[config.mk]
export PLATFORM = sky130hd
export DESIGN_NAME = dclink_commutation_selector
export DESIGN_NICKNAME = d
export VERILOG_FILES = /design/src/rtl/dcb_pkg.sv /design/src/rtl/dcb_rank.sv /design/src/rtl/dcb_cand.sv /design/src/rtl/dcb_div.sv /design/src/rtl/dclink_commutation_selector.sv
export SDC_FILE = /design/constraint.sdc
export NUM_CORES = 2
export LEC_CHECK = 0
export BUFFER_PORTS_ARGS = -buffer_cell sky130_fd_sc_hd__buf_2
export CAP_MARGIN = 20
export CORE_ASPECT_RATIO = 0.7
export CORE_MARGIN = 2
export CORE_UTILIZATION = 25
export DETAILED_ROUTE_END_ITERATION = 16
export PLACE_DENSITY = 0.44
export SETUP_SLACK_MARGIN = 0.15
export SYNTH_ARGS = -nofsm -noshare
export SYNTH_HDL_FRONTEND = slang
export SYNTH_SLANG_ARGS = --single-unit
[constraint.sdc]
create_clock -name clk -period 26.1 [get_ports clk]
set_input_delay 5.22 -clock clk [delete_from_list [all_inputs] [get_ports clk]]
set_output_delay 5.22 -clock clk [all_outputs]
set_load 0.1 [all_outputs]
[src/rtl/dcb_pkg.sv]
package dcb_pkg;
  localparam int AW = 48;
  typedef logic signed [AW-1:0] acc_t;
  typedef logic signed [1:0]    cst_t;

  function automatic acc_t f_sgn(acc_t x);
    if (x > 0) return acc_t'(1);
    if (x < 0) return acc_t'(-1);
    return '0;
  endfunction

  function automatic acc_t f_abs(acc_t x);
    return (x < 0) ? -x : x;
  endfunction

  // loss seen while the cell sits at zero output
  function automatic acc_t f_loss_zero(acc_t i, acc_t vd, acc_t vq, acc_t rd, acc_t rq, int unsigned rf);
    return f_sgn(i) * (vd + vq) - ((i * (rd + rq)) >>> rf);
  endfunction

  // loss while transistors conduct
  function automatic acc_t f_loss_pos(acc_t i, acc_t vq, acc_t rq, int unsigned rf);
    return -(acc_t'(2) * (vq + ((f_abs(i) * rq) >>> rf)));
  endfunction

  // loss while diodes conduct
  function automatic acc_t f_loss_neg(acc_t i, acc_t vd, acc_t rd, int unsigned rf);
    return acc_t'(2) * (vd + ((f_abs(i) * rd) >>> rf));
  endfunction

  function automatic acc_t f_eff(cst_t s, acc_t i, acc_t vdc, acc_t z, acc_t p, acc_t m);
    if (s == 2'sb00) return z;
    if ((s > 0) == (i >= 0)) return vdc + p;
    return vdc + m;
  endfunction

  function automatic acc_t f_term(cst_t s, acc_t v);
    if (s == 2'sb01) return v;
    if (s == 2'sb11) return -v;
    return '0;
  endfunction
endpackage

[src/rtl/dcb_rank.sv]
module dcb_rank
  import dcb_pkg::*;
#(
  parameter int N  = 3,
  parameter int CW = 2
) (
  input  acc_t           mag   [N],
  output logic [CW-1:0]  order [N]
);
  logic [CW-1:0] pos [N];

  always_comb begin
    for (int a = 0; a < N; a++) begin
      pos[a] = '0;
      for (int b = 0; b < N; b++)
        if ((mag[b] > mag[a]) || ((mag[b] == mag[a]) && (b < a)))
          pos[a] = pos[a] + 1'b1;
    end
    for (int r = 0; r < N; r++) begin
      order[r] = '0;
      for (int a = 0; a < N; a++)
        if (pos[a] == CW'(r)) order[r] = CW'(a);
    end
  end
endmodule

[src/rtl/dcb_cand.sv]
module dcb_cand
  import dcb_pkg::*;
(
  input  cst_t s,
  input  acc_t vdc,
  input  acc_t veff,
  input  acc_t err3,
  input  acc_t i,
  input  acc_t vref,
  input  acc_t others,
  input  acc_t z,
  input  acc_t p,
  input  acc_t m,
  output logic ok,
  output cst_t new_s,
  output acc_t xval
);
  acc_t demand, norm;
  logic agree;

  assign demand = vref - others + ((s == 2'sb00) ? z : acc_t'(0));
  assign norm   = (s == 2'sb00) ? vdc : veff;
  assign agree  = (err3 >= 0) == (i >= 0);

  always_comb begin
    ok    = 1'b0;
    new_s = s;
    xval  = '0;
    if (vdc > 0 && norm > 0) begin
      if (demand > 0) begin
        unique case (s)
          2'sb11: if (agree) begin ok = 1'b1; new_s = 2'sb00; end
          2'sb00: if (agree) begin
                    ok = 1'b1; new_s = 2'sb01;
                    xval = vdc - demand + ((i < 0) ? p : m);
                  end
          2'sb01: if (!agree && demand < norm) begin
                    ok = 1'b1; new_s = 2'sb00; xval = demand - z;
                  end
          default: ;
        endcase
      end else if (demand < 0) begin
        unique case (s)
          2'sb01: if (!agree) begin ok = 1'b1; new_s = 2'sb00; end
          2'sb00: if (!agree) begin
                    ok = 1'b1; new_s = 2'sb11;
                    xval = vdc + demand - ((i < 0) ? m : p);
                  end
          2'sb11: if (agree && demand > -norm) begin
                    ok = 1'b1; new_s = 2'sb00; xval = z - demand;
                  end
          default: ;
        endcase
      end
    end
  end
endmodule

[src/rtl/dcb_div.sv]
module dcb_div #(
  parameter int NW = 25,
  parameter int DW = 15
) (
  input  logic          clk,
  input  logic          rst_n,
  input  logic          go,
  input  logic [NW-1:0] num,
  input  logic [DW-1:0] den,
  output logic          fin,
  output logic [NW-1:0] quo
);
  localparam int CNTW = $clog2(NW + 1);
  localparam int PW   = NW + DW + 1;

  logic [NW-1:0]   nsh, num_q;
  logic [DW-1:0]   den_q;
  logic [DW:0]     rem;
  logic [CNTW-1:0] cnt;
  logic            busy;
  logic [DW:0]     rem_sh;
  logic [DW+1:0]   diff;
  logic            ge;

  assign rem_sh = {rem[DW-1:0], nsh[NW-1]};
  assign diff   = {1'b0, rem_sh} - {2'b00, den_q};
  assign ge     = ~diff[DW+1];

  always_ff @(posedge clk or negedge rst_n) begin
    if (!rst_n) begin
      nsh <= '0; num_q <= '0; den_q <= '0; rem <= '0;
      quo <= '0; cnt <= '0; busy <= 1'b0; fin <= 1'b0;
    end else if (go) begin
      nsh <= num; num_q <= num; den_q <= den; rem <= '0;
      quo <= '0; cnt <= CNTW'(NW); busy <= 1'b1; fin <= 1'b0;
    end else if (busy) begin
      nsh <= nsh << 1;
      rem <= ge ? diff[DW:0] : rem_sh;
      quo <= {quo[NW-2:0], ge};
      cnt <= cnt - 1'b1;
      if (cnt == CNTW'(1)) begin
        busy <= 1'b0;
        fin  <= 1'b1;
      end
    end else begin
      fin <= 1'b0;
    end
  end

  // quotient and remainder reproduce the dividend
  p_div_exact_r7: assert property (@(posedge clk) disable iff (!rst_n)
    fin |-> ((PW'(quo) * PW'(den_q) + PW'(rem)) == PW'(num_q)) && (rem < {1'b0, den_q}));
endmodule

[src/rtl/dclink_commutation_selector.sv]
module dclink_commutation_selector
  import dcb_pkg::*;
#(
  parameter int NCELL = 3,
  parameter int VW    = 16,
  parameter int RW    = 12,
  parameter int RF    = 8,
  parameter int TM    = 1000
) (
  input  logic                    clk,
  input  logic                    rst_n,
  input  logic                    start,
  input  logic [NCELL*VW-1:0]     vdc_in,
  input  logic signed [VW-1:0]    i_line,
  input  logic signed [VW-1:0]    v_ref,
  input  logic [2*NCELL-1:0]      state_in,
  input  logic [VW-1:0]           vd_drop,
  input  logic [VW-1:0]           vq_drop,
  input  logic [RW-1:0]           rd_on,
  input  logic [RW-1:0]           rq_on,
  output logic                    done,
  output logic                    cmd_valid,
  output logic [((NCELL>1)?$clog2(NCELL):1)-1:0] cmd_cell,
  output logic signed [1:0]       cmd_state,
  output logic [$clog2(TM+1)-1:0] cmd_tx
);
  localparam int CW = (NCELL > 1) ? $clog2(NCELL) : 1;
  localparam int TW = $clog2(TM + 1);
  localparam int DW = VW - 1;
  localparam int NW = DW + TW;

  typedef enum logic [1:0] {S_IDLE, S_EVAL, S_DIV, S_FIN} fsm_t;
  fsm_t fsm;

  logic signed [VW-1:0] vdc_q [NCELL];
  cst_t                 st_q  [NCELL];
  logic signed [VW-1:0] i_q, vref_q;
  logic [VW-1:0]        vd_q, vq_q;
  logic [RW-1:0]        rd_q, rq_q;
  logic [CW-1:0]        rcnt;

  acc_t a_i, a_ref, l_z, l_p, l_m, vsum, tsum;
  acc_t vdc_a [NCELL];
  acc_t eff   [NCELL];
  acc_t term  [NCELL];
  acc_t err3  [NCELL];
  acc_t mag   [NCELL];
  logic [CW-1:0] order [NCELL];

  assign a_i   = acc_t'(i_q);
  assign a_ref = acc_t'(vref_q);
  assign l_z   = f_loss_zero(a_i, acc_t'(vd_q), acc_t'(vq_q), acc_t'(rd_q), acc_t'(rq_q), RF);
  assign l_p   = f_loss_pos(a_i, acc_t'(vq_q), acc_t'(rq_q), RF);
  assign l_m   = f_loss_neg(a_i, acc_t'(vd_q), acc_t'(rd_q), RF);

  for (genvar c = 0; c < NCELL; c++) begin : g_cell
    assign vdc_a[c] = acc_t'(vdc_q[c]);
    assign eff[c]   = f_eff(st_q[c], a_i, vdc_a[c], l_z, l_p, l_m);
    assign term[c]  = f_term(st_q[c], eff[c]);
    assign err3[c]  = vsum - acc_t'(3) * vdc_a[c];
    assign mag[c]   = f_abs(err3[c]);
  end

  always_comb begin
    vsum = '0;
    tsum = '0;
    for (int c = 0; c < NCELL; c++) begin
      vsum = vsum + vdc_a[c];
      tsum = tsum + term[c];
    end
  end

  dcb_rank #(.N(NCELL), .CW(CW)) rank_i (.mag(mag), .order(order));

  // candidate under test this cycle
  logic [CW-1:0] cur;
  logic          c_ok;
  cst_t          c_new;
  acc_t          c_x;
  assign cur = order[rcnt];

  dcb_cand cand_i (
    .s(st_q[cur]), .vdc(vdc_a[cur]), .veff(eff[cur]), .err3(err3[cur]),
    .i(a_i), .vref(a_ref), .others(tsum - term[cur]),
    .z(l_z), .p(l_p), .m(l_m),
    .ok(c_ok), .new_s(c_new), .xval(c_x)
  );

  logic          x_low, x_high, div_go, div_fin;
  logic [NW-1:0] div_num, div_q;
  logic [DW-1:0] div_den;
  assign x_low   = (c_x <= 0);
  assign x_high  = (c_x >= vdc_a[cur]);
  assign div_go  = (fsm == S_EVAL) && c_ok && !x_low && !x_high;
  assign div_num = NW'(c_x[DW-1:0]) * NW'(TM);
  assign div_den = vdc_q[cur][DW-1:0];

  dcb_div #(.NW(NW), .DW(DW)) div_i (
    .clk(clk), .rst_n(rst_n), .go(div_go), .num(div_num), .den(div_den),
    .fin(div_fin), .quo(div_q)
  );

  assign done = (fsm == S_FIN);

  always_ff @(posedge clk or negedge rst_n) begin
    if (!rst_n) begin
      fsm <= S_IDLE; rcnt <= '0;
      i_q <= '0; vref_q <= '0; vd_q <= '0; vq_q <= '0; rd_q <= '0; rq_q <= '0;
      for (int c = 0; c < NCELL; c++) begin vdc_q[c] <= '0; st_q[c] <= '0; end
      cmd_valid <= 1'b0; cmd_cell <= '0; cmd_state <= '0; cmd_tx <= '0;
    end else begin
      unique case (fsm)
        S_IDLE: if (start) begin
          for (int c = 0; c < NCELL; c++) begin
            vdc_q[c] <= vdc_in[c*VW +: VW];
            st_q[c]  <= state_in[2*c +: 2];
          end
          i_q <= i_line; vref_q <= v_ref;
          vd_q <= vd_drop; vq_q <= vq_drop; rd_q <= rd_on; rq_q <= rq_on;
          rcnt <= '0;
          fsm  <= S_EVAL;
        end
        S_EVAL: begin
          if (c_ok) begin
            cmd_valid <= 1'b1;
            cmd_cell  <= cur;
            cmd_state <= c_new;
            if (x_low) begin
              cmd_tx <= '0;
              fsm    <= S_FIN;
            end else if (x_high) begin
              cmd_tx <= TW'(TM);
              fsm    <= S_FIN;
            end else begin
              fsm <= S_DIV;
            end
          end else if (rcnt == CW'(NCELL - 1)) begin
            cmd_valid <= 1'b0; cmd_cell <= '0; cmd_state <= '0; cmd_tx <= '0;
            fsm <= S_FIN;
          end else begin
            rcnt <= rcnt + 1'b1;
          end
        end
        S_DIV: if (div_fin) begin
          cmd_tx <= div_q[TW-1:0];
          fsm    <= S_FIN;
        end
        S_FIN: fsm <= S_IDLE;
        default: fsm <= S_IDLE;
      endcase
    end
  end

  // the tick never leaves the period
  p_tx_range_r7: assert property (@(posedge clk) disable iff (!rst_n)
    (done && cmd_valid) |-> (cmd_tx <= TW'(TM)));
  // completion lasts one cycle
  p_done_pulse_r8: assert property (@(posedge clk) disable iff (!rst_n)
    done |=> !done);
  // moves are between zero and a rail
  p_state_adj_r9: assert property (@(posedge clk) disable iff (!rst_n)
    (done && cmd_valid) |-> ((cmd_state == 2'sb00) != (st_q[cmd_cell] == 2'sb00))
                            && (cmd_state != 2'sb10));
  // an empty decision carries a zero command
  p_empty_cmd_r6: assert property (@(posedge clk) disable iff (!rst_n)
    (done && !cmd_valid) |-> (cmd_tx == '0) && (cmd_state == 2'sb00) && (cmd_cell == '0));
  // the latched snapshot stays put while a decision is in flight
  p_snapshot_hold_r8: assert property (@(posedge clk) disable iff (!rst_n)
    (fsm == S_DIV) |=> $stable(vref_q) && $stable(i_q));
endmodule

==> impl_results.md <==
* Quantity of I/O buffers inserted on ports at 160
* Final net count at 20400
* Clk slew on worst S/H paths at 0.08 ns
* Worst clock skew at 0.0409 ns
* Distinct cell type count after synthesis at 119
* Largest net degree at the start of global routing at 84
* Critical R2R Launch: rq_q[0]$_DFFE_PN0P_
* Synth-to-layout area growth at 27.2%
* Synthesis warning total at 0
* Buffers from clock root to sink, at most at 3
* Number of vias per cell at 4.89
* Filler cells at 50500
* Seq/Total Area, Yosys at 4.91%
* Die span in y at 577 um
* Number of rows created at floorplan at 210
* Last weighted congestion value of the routability-driven placer at 1.01
* Min-Delay Startpoint: cmd_state[0]$_DFFE_PN0P_
* Number of instances in the placed design at 23500
* Fin cells at 23700
* Critical path origin: rq_q[0]$_DFFE_PN0P_
* Number of clock sinks seen by CTS at 230
* Slack of the critical path at -0.749 ns
* Post-detailed-route count of antenna-violating nets at 0
* Reg2reg end: div_i.nsh[24]$_DFFE_PN0P_
* Number of antenna violations at the first check in global routing at 29
* CTS tree: done
* Root buf cell: sky130_fd_sc_hd__clkbuf_16
* Worst Setup Path Type: flip-flop to flip-flop
* Kind of path behind the tightest hold check: flip-flop to flip-flop
* Cell type contributing the most total cell area after synthesis: sky130_fd_sc_hd__fa_1
* Number of levels the H-tree was split into at 2
* Fraction of synthesized cell area taken by the top area cell type at 25.4%
* Total congestion overflow at 0
* Number of cells produced by synthesis at 14500
* Setup-violating endpoint count in the final report at 10
* Slew of the pin with the lowest slew margin at 1.36 ns
* Iteration count of the initial detailed-routing pass at 8
* Via Count at 116000
* Leading register cell type out of synthesis: sky130_fd_sc_hd__dfrtp_1
* Asr flop ratio synth at 100%
* Clock latency on the worst-skew pair at 0.65 ns
* Worst-case hold slack at 0.477 ns
* Clock buffer count from CTS at 35
* Count leader, synth: sky130_fd_sc_hd__inv_1
* Die width at 823 um
* Time the worst path needs with I/O delays and setup at 26.85 ns
* Data required, critical path at 26.68 ns
* Element type at the critical path end: flip-flop
* Slowest cell on the critical path: sky130_fd_sc_hd__fa_1
* Most common library cells after synthesis: 2100 x sky130_fd_sc_hd__inv_1, 1490 x sky130_fd_sc_hd__fa_1, 1377 x sky130_fd_sc_hd__ha_1
* Worst EP arrival at 27.43 ns
* Max Clock Freq at 37.2 MHz
* Crit path launch type: flip-flop
* Critical Path Fanout Max at 7
* Final routed DRC violation total at 0
* Number of hold buffers added after CTS at 0
* Overall Global Routing Usage at 22.6%
* Unrepaired setup endpoints after global routing: true
* Cell area after synthesis at 117000 sq um
* Final max-slew violation count at 0
* Worst-case reg-to-reg path depth at 134
* Final HPWL DP at 475000 um
* Total count of hold-check failures in the final report at 0
* Peak per-stage delay on the critical path at 0.54 ns
* Biggest area contributors in the synthesized netlist: sky130_fd_sc_hd__fa_1 25%, sky130_fd_sc_hd__ha_1 15%, sky130_fd_sc_hd__inv_1 6.7%, sky130_fd_sc_hd__dfrtp_1 4.9%, sky130_fd_sc_hd__xnor2_1 4.6%
* Max-slew headroom at 8.60%
* Global-route wire length before repair at 797000 um
* Starting density of the core at 25.1%
* Outcome: complete, but fails checks
* Number of enable-type register cells in the synthesized netlist at 0
* Setup crit end: div_i.nsh[24]$_DFFE_PN0P_
* Via count of the first global-routing pass at 113000
* Drt initial violations at 11100
* Synth Area per Inst at 8.06 sq um
* Die outline area at 475000 sq um
* Fraction of final layout cells with drive strength greater than 1 at 19.8%
* Share of the clock period used by the worst path after layout at 103%
* Final core area utilization at 31.9%
* Crit-path most repeated cell: sky130_fd_sc_hd__fa_1
* Max Cap Viol at 0
* Count of state elements after synthesis at 230
* Setup slack on the worst flop-to-flop path at -0.75 ns
* WL/cell at 23.0 um
* Core region area at 467000 sq um
* # IOs at 161
* Routed wire length at 544000 um
* Violations in the final reports: negative setup slack
## layer usage
metal	track usage [%]	wire, um	part of all wire (%)
met5	0	55	0.010
met4	3.29	9170	1.7
met3	4.28	47100	8.7
met2	31.2	207000	38
met1	36.1	281000	52
## cells by family after synthesis
family	Yosys count	share of synthesized area, %
buffers and inverters	2638	8.50
other	2	0.00641
muxes	346	3.15
xor gates and xnor gates	955	7.16
adders and majority gates	2869	40.2
AOI/OAI and AO/OA	3480	19.3
DFF	230	4.91
and+or+nand+nor	4024	16.8
## area by class of cell
cell class | instances | area (sq um) | area share (%)
tap | 6254 | 7830 | 5.25
sequential | 230 | 5770 | 3.87
antenna | 9 | 22.5 | 0.0151
clock inverter | 19 | 273 | 0.183
inverter | 2105 | 7930 | 5.32
multi-input combinational | 12300 | 106000 | 71.0
timing repair buffer | 2692 | 20500 | 13.7
clock buffer | 45 | 973 | 0.653
## timing repair
action	CTS	global route
gates cloned	2	3
gates resized for setup	93	255
endpoints found under the setup margin	80	80
pin swaps	61	108
buffers inserted	59	38
## state kept, by name (all words and copies together) (netlist names), 10 cells and up
| signal | flops |
|---|---|
| vq_q | 16 |
| div_i.rem | 15 |
| rq_q | 12 |
| div_i.nsh | 22 |
| vd_q | 16 |
| i_q | 16 |
| rd_q | 12 |
| div_i.quo | 10 |
| vref_q | 16 |
| vdc_a | 48 |
| div_i.den_q | 15 |
| cmd_tx | 10 |
## through the flow
step | setup slack (ns) | TNS (ns) | instance area (sq um)
2_1_floorplan | -0.109 | -0.141 | 120000
3_3_place_gp | -1.33 | -53.38 | 145000
3_5_place_dp | -1.47 | -62.65 | 145000
4_1_cts | -0.563 | -3.62 | 148000
5_1_grt | -1.97 | -70.85 | 149000
6_report | -0.749 | -4.96 | 149000
## worst max-delay path, delay by kind of cell, from the launching register on
family / cells / cell delay [ns]
buffers and inverters: 27 / 2.68
AND/OR/NAND/NOR: 19 / 3.27
adder cells (fa/ha/maj): 26 / 10.55
XOR/XNOR: 6 / 0.69
flip-flops: 1 / 0.37
AO/OA/AOI/OAI: 55 / 8.93
multiplexers: 1 / 0.18
## placed cells by master (no fill, tap or decap), types with 123 or more instances in the layout
cell / synthesis / routed
sky130_fd_sc_hd__buf_2: 18 / 159
sky130_fd_sc_hd__xor2_1: 342 / 336
sky130_fd_sc_hd__ha_1: 1377 / 1350
sky130_fd_sc_hd__nand2b_1: 147 / 146
sky130_fd_sc_hd__mux2_2: 168 / 167
sky130_fd_sc_hd__a21o_1: 351 / 351
sky130_fd_sc_hd__o21ai_0: 669 / 632
sky130_fd_sc_hd__buf_4: 3 / 2442
sky130_fd_sc_hd__xnor2_1: 611 / 574
sky130_fd_sc_hd__and2_1: 349 / 346
sky130_fd_sc_hd__conb_1: 2 / 653
sky130_fd_sc_hd__o21bai_1: 161 / 158
sky130_fd_sc_hd__nand2_1: 1286 / 1279
sky130_fd_sc_hd__mux2i_1: 175 / 173
sky130_fd_sc_hd__and3_1: 125 / 123
sky130_fd_sc_hd__nor3_1: 208 / 195
sky130_fd_sc_hd__nand3_1: 253 / 250
sky130_fd_sc_hd__nor2_1: 859 / 822
sky130_fd_sc_hd__a21oi_1: 990 / 929
sky130_fd_sc_hd__fa_1: 1490 / 1486
sky130_fd_sc_hd__dfrtp_1: 230 / 219
sky130_fd_sc_hd__o21a_1: 171 / 168
sky130_fd_sc_hd__inv_1: 2100 / 2066
sky130_fd_sc_hd__nand4_1: 177 / 177
sky130_fd_sc_hd__nor2b_1: 180 / 178
## how the worst min path moves through the flow
stage	to	slack, ns	cells past startpoint
3_5_place_dp	cmd_state[0]$_DFFE_PN0P_	0.47	2
3_3_place_gp	div_i.den_q[14]$_DFFE_PN0N_	0.47	2
4_1_cts	cmd_state[0]$_DFFE_PN0P_	0.48	2
6_report	cmd_state[0]$_DFFE_PN0P_	0.48	2
5_1_grt	cmd_tx[2]$_DFFE_PN0P_	0.51	1
2_1_floorplan	div_i.den_q[14]$_DFFE_PN0N_	0.46	2
Power is left out: the tool's default activity adds up to more than one toggle a clock period on the data nets, which glitch-free logic cannot reach.
